===== src/rtl/idle_agent_pkg.sv =====
package idle_agent_pkg;

    typedef enum logic [1:0] {
        POL_FORCE  = 2'd0,
        POL_NOIDLE = 2'd1,
        POL_SMART  = 2'd2,
        POL_SMARTW = 2'd3
    } idle_pol_e;

    typedef enum logic [1:0] {
        ST_ACTIVE = 2'd0,
        ST_DRAIN  = 2'd1,
        ST_IDLE   = 2'd2
    } agent_st_e;

    typedef struct packed {
        agent_st_e st;
        logic      ack;
        logic      wake;
    } agent_reg_t;

endpackage


===== src/rtl/idle_policy_dec.sv =====
module idle_policy_dec #(
    parameter bit WAKEUP_EN = 1'b1
) (
    input  logic [1:0] policy,
    output logic       pol_force,
    output logic       pol_smart,
    output logic       pol_wake
);
    import idle_agent_pkg::*;

    logic wake_req;

    always_comb begin
        pol_force = (idle_pol_e'(policy) == POL_FORCE);
        pol_smart = (idle_pol_e'(policy) == POL_SMART) ||
                    (idle_pol_e'(policy) == POL_SMARTW);
        wake_req  = (idle_pol_e'(policy) == POL_SMARTW);
    end

    generate
        if (WAKEUP_EN) begin : g_wake
            assign pol_wake = wake_req;
        end else begin : g_nowake
            logic unused_wake;
            assign unused_wake = wake_req;
            assign pol_wake    = 1'b0;
        end
    endgenerate
endmodule


===== src/rtl/idle_activity_mon.sv =====
module idle_activity_mon #(
    parameter int TXN_CNT_W = 4,
    parameter int IRQ_N     = 4,
    parameter int DMA_N     = 2
) (
    input  logic                 clk,
    input  logic                 rst_n,
    input  logic [TXN_CNT_W-1:0] txn_count,
    input  logic [IRQ_N-1:0]     irq_pend,
    input  logic [DMA_N-1:0]     dma_pend,
    output logic                 busy,
    output logic                 new_event
);
    localparam int LINES = IRQ_N + DMA_N;

    logic [LINES-1:0] lines;
    logic [LINES-1:0] prev_d, prev_q;

    always_comb begin
        lines     = {irq_pend, dma_pend};
        busy      = (|txn_count) || (|lines);
        new_event = |(lines & ~prev_q);
        prev_d    = lines;
    end

    always_ff @(posedge clk or negedge rst_n) begin
        if (!rst_n) prev_q <= '0;
        else        prev_q <= prev_d;
    end
endmodule


===== src/rtl/idle_agent.sv =====
module idle_agent #(
    parameter int TXN_CNT_W = 4,
    parameter int IRQ_N     = 4,
    parameter int DMA_N     = 2,
    parameter bit WAKEUP_EN = 1'b1
) (
    input  logic                 clk,
    input  logic                 rst_n,
    input  logic [1:0]           idle_policy,
    input  logic                 idle_req,
    input  logic [TXN_CNT_W-1:0] txn_count,
    input  logic [IRQ_N-1:0]     irq_pend,
    input  logic [DMA_N-1:0]     dma_pend,
    output logic                 idle_ack,
    output logic                 wakeup
);
    import idle_agent_pkg::*;

    logic pol_force, pol_smart, pol_wake;
    logic busy, new_event;
    logic grant;
    agent_reg_t r_d, r_q;

    idle_policy_dec #(.WAKEUP_EN(WAKEUP_EN)) u_dec (
        .policy    (idle_policy),
        .pol_force (pol_force),
        .pol_smart (pol_smart),
        .pol_wake  (pol_wake)
    );

    idle_activity_mon #(
        .TXN_CNT_W (TXN_CNT_W),
        .IRQ_N     (IRQ_N),
        .DMA_N     (DMA_N)
    ) u_mon (
        .clk       (clk),
        .rst_n     (rst_n),
        .txn_count (txn_count),
        .irq_pend  (irq_pend),
        .dma_pend  (dma_pend),
        .busy      (busy),
        .new_event (new_event)
    );

    always_comb begin
        r_d   = r_q;
        grant = pol_force || (pol_smart && !busy);
        unique case (r_q.st)
            ST_IDLE: begin
                if (!idle_req) r_d.st = ST_ACTIVE;
            end
            default: begin
                if (!idle_req)                     r_d.st = ST_ACTIVE;
                else if (grant)                    r_d.st = ST_IDLE;
                else if (pol_smart)                r_d.st = ST_DRAIN;
                else                               r_d.st = ST_ACTIVE;
            end
        endcase
        r_d.ack  = (r_d.st == ST_IDLE);
        r_d.wake = (r_d.st == ST_IDLE) &&
                   (r_q.wake || ((r_q.st == ST_IDLE) && pol_wake && new_event));
    end

    always_ff @(posedge clk or negedge rst_n) begin
        if (!rst_n) r_q <= '{st: ST_ACTIVE, ack: 1'b0, wake: 1'b0};
        else        r_q <= r_d;
    end

    assign idle_ack = r_q.ack;
    assign wakeup   = r_q.wake;
endmodule


===== config.mk =====
export PLATFORM = sky130hd
export DESIGN_NAME = idle_agent
export DESIGN_NICKNAME = d
export VERILOG_FILES = /design/src/rtl/idle_agent_pkg.sv /design/src/rtl/idle_policy_dec.sv /design/src/rtl/idle_activity_mon.sv /design/src/rtl/idle_agent.sv
export SDC_FILE = /design/constraint.sdc
export NUM_CORES = 1
export LEC_CHECK = 0
export BUFFER_PORTS_ARGS = -buffer_cell sky130_fd_sc_hd__buf_2
export CORE_AREA = 3 3 40 42
export DETAILED_ROUTE_END_ITERATION = 10
export DIE_AREA = 0 0 43 45
export PLACE_DENSITY_LB_ADDON = 0.05
export SYNTH_ARGS = -nofsm -noshare
export SYNTH_HDL_FRONTEND = slang
export SYNTH_SLANG_ARGS = --single-unit

===== constraint.sdc =====
create_clock -name clk -period 1.6 [get_ports clk]
set_clock_uncertainty 0.2 [all_clocks]
set_input_delay 0.08 -clock clk [delete_from_list [all_inputs] [get_ports clk]]
set_output_delay 0.08 -clock clk [all_outputs]
set_load 0.05 [all_outputs]

# After elaboration in Yosys (flattened, before gate mapping)
# Cells that the tools add are included.
# op_classes
n_eq_ne	4
muxes	5
bitwise_logic	2
reduce_logical	13
# op_table
op	n
OR reduction 6 bit	2
== test 2 bit (second input constant)	4
two-way mux 2 bit	4
bitwise AND 6 bit	1
NOT 6 bit	1
logical AND 1 bit	4
logical OR 1 bit	4
OR reduction 4 bit	1
zero test 2 bit	1
zero test 1 bit	1
two-way mux 1 bit	1
# totals
regBits	10
inputBits	15
output_inout_bits	2
wordCells	28

# Longest topological paths before layout
# logic_depth
word_depth	10
depth_mapped	4

# Hierarchy
# Synthesis repeated with hierarchy kept, for this count alone.
# unflattened
cells_unflattened	35
area_unflattened_um2	402.9
# modules_own_cells
module	instances	cells_per_inst	area_per_inst_um2	seq_area_each_um2
idle_activity_mon	1	19	216.5	150.1
idle_agent	1	13	172.7	100.1
idle_policy_dec	1	3	13.8	0.0

# Worst setup path before layout
# OpenSTA, ideal clock, no wires.
# synth_path
kind	flip-flop to flip-flop
startpoint	register r_q (netlist bit wakeup)
endpoint	register r_q (netlist bit wakeup)
setup_time_ps	133
arrival_time_ps	1000
path_slack_ps	267
path_stages_with_launch	3
n_path_buf	0
path_cell_list	dfrtp_1 > nor4_1 > nor3b_2
# synth_lines
element	line	text
start, declared	idle_agent.sv:22	agent_reg_t r_d, r_q;
start signal, assigned	idle_agent.sv:65	if (!rst_n) r_q <= '{st: ST_ACTIVE, ack: 1'b0, wake: 1'b0};
start signal, assigned	idle_agent.sv:66	else r_q <= r_d;

==> results.tsv <==
metric	value	unit
hold_ws	-0.0664	ns
clk_path_buf_depth	2	
top_usage_layer	met2	
initial_core_util	30.6	%
tightestPinTransition	0.328	ns
final_area	604	um2
layout-drive-gt1-share	38.3	%
holdPathEnd	r_q[3]	
synth_commonest_cells	10 x dfrtp_1, 4 x inv_1, 2 x nor2_1, 2 x nor2b_1, 2 x nor4_1	
syn_inst	32	
ys_top_cells_by_area	dfrtp_1 64%, inv_1 3.8%, nor2b_1 3.2%	
ys_warn_count	0	
fp.coreArea	0.00128	mm2
grt_pass1_vias	339	
cpLargestDelayFamily	buffers and inverters	
synth_edf_count	0	
crit_chain	dlygate4sd3_1 > buf_2 > inv_1 > o221ai_1 > nor4_1 > nor3b_2	
post_cts_resized	0	
routedWlPerCell	12.0	um
cpPeakStageDelay	0.53	ns
antenna_left	0	
dieHeight	45	um
period_share	92.3	%
antenna_found_initial	0	
dp_cells	63	
status	finished, violations left	
gp_congestion	0.789	
fmax	677	MHz
start_kind	input pin	
yosysMostFrequentCell	dfrtp_1	
holdPathStages	3	
cts_buffers	3	
pre_cts_ws	0.141	ns
post_dp_cell_area	492	um2
hold_path.class	input pin to flop	
ff2ff_path_depth	4	
fin_ws	0.123	ns
cts.clk_slew.worst_paths	0.05	ns
grt_max_degree	11	
async_reset_ff_share	100	%
rsz0062_at_grt	no	
area_growth	53.8	%
power_leakage	0.000290	uW
cp.arrival	1.40	ns
yosysTopAreaCellShare	63.7	%
power_density	826	mW/mm2
drc	0	
violations	hold timing	
clock-sinks	10	
synth_cell_types	17	
cts_root_buffer	clkbuf_4	
dp_hpwl	715	um
grt_use_total	10.5	%
grt_use_met3	5.18	%
grt_util_met2	16.8	%
finalSetupTns	0	ns
met1_usage	12.3	%
maxCapViolations	0	
syn-cell-area	393	um2
r2r_setup_slack	0.29	ns
syn_nets	47	
fin_cells	75	
ctsHoldBuffers	6	
syn_avg_cell_area	12.3	um2
cts.htree.levels	1	
r2r_start	r_q[3]	
hold_viol_final	2	
viasPerCell	4.85	
vias	364	
yosysSeqAreaShare	63.7	%
num_rows	13	
critPathCaptureType	flop	
slew_headroom	78.0	%
insertion_delay	0.25	ns
cpMaxStageDelayCell	dlygate4sd3_1	
die_width	43	um
cp_num_buf_inv	3	
cts_setup_buffers	0	
period_needed	1.48	ns
antenna_cells	0	
synthFlopType	dfrtp_1	
cts_tree	done	
drt_iter0_drc	3	
p_total	499	uW
final_nets	77	
num_io_pins	17	
synth_area_leader_cell	dfrtp_1	
worstHoldStart	txn_count[2]	
drt_wl_total	903	um
grt_pass1_wl	1440	um
slew_viol_final	0	
r2r_end	wakeup	
setup_viol	0	
io_buffers	16	
die_area	0.00194	mm2
grt-ovfl-total	0	
timing.setup.critical_path_class	input pin to flop	
ys_seq_elements	10	
dr.pass1.iters	4	
max-vdd-ir-drop	0.459	mV
required	1.52	ns
crit_fanout	2	
## flip-flops by register name (all words and copies together) (netlist names)
| name | count |
|---|---|
| idle_ack | 1 |
| r_q | 2 |
| wakeup | 1 |
| u_mon.prev_q | 6 |
## how the worst max path moves through the flow
stage / cells after the start / end / startpoint
2_1_floorplan: 2 / wakeup / wakeup
3_3_place_gp: 4 / wakeup / txn_count[1]
3_5_place_dp: 4 / wakeup / txn_count[1]
4_1_cts: 6 / wakeup / irq_pend[0]
5_1_grt: 6 / wakeup / irq_pend[0]
6_report: 6 / wakeup / irq_pend[0]
## cells in the final DEF (no fill, tap or decap), types with 2 or more instances in the layout
master / instances
nor2b_1: 2
nor2_1: 2
nor4_1: 2
buf_2: 16
dfrtp_1: 10
clkbuf_4: 3
inv_1: 4
dlygate4sd3_1: 9
## per-stage QoR
stage               utilization, %  hold slack [ns]
floorplan                        -           -0.416
global placement              38.3           -0.259
detailed placement            38.3           -0.251
CTS                           44.7           -0.249
global route                  47.0          -0.0714
finish                        47.0          -0.0664
## cell families after synthesis
family	share of synthesized area [%]
buf+inv	3.82
simple gates	20.7
flops	63.7
compound gates	11.8
## where the power goes
| group | switching, uW | internal, uW |
|---|---|---|
| Clock | 70.5 | 86.0 |
| Sequential | 3.58 | 265 |
| Combinational | 35.3 | 38.4 |
## per-layer routing
layer  share of wire (%)  wire length [um]
met3                 8.3                75
met5                   0                 0
met2                  52               474
met1                  39               349
met4                0.44                 4
## final cells by class
cell class | count | area (um2)
multi-input combinational | 18 | 128
clock buffer | 3 | 22.5
timing repair buffer | 25 | 170
inverter | 4 | 15.0
sequential | 10 | 250
fill | 134 | 681
tap | 15 | 18.8
## worst register-to-register path, stage by stage (launching register included)
cell and delay [ns]:
dfrtp_1 0.35, nor2b_1 0.16, o21ai_1 0.21, o31ai_2 0.11, nor3b_2 0.16
Note: power is estimated with default switching activity, not from simulation.
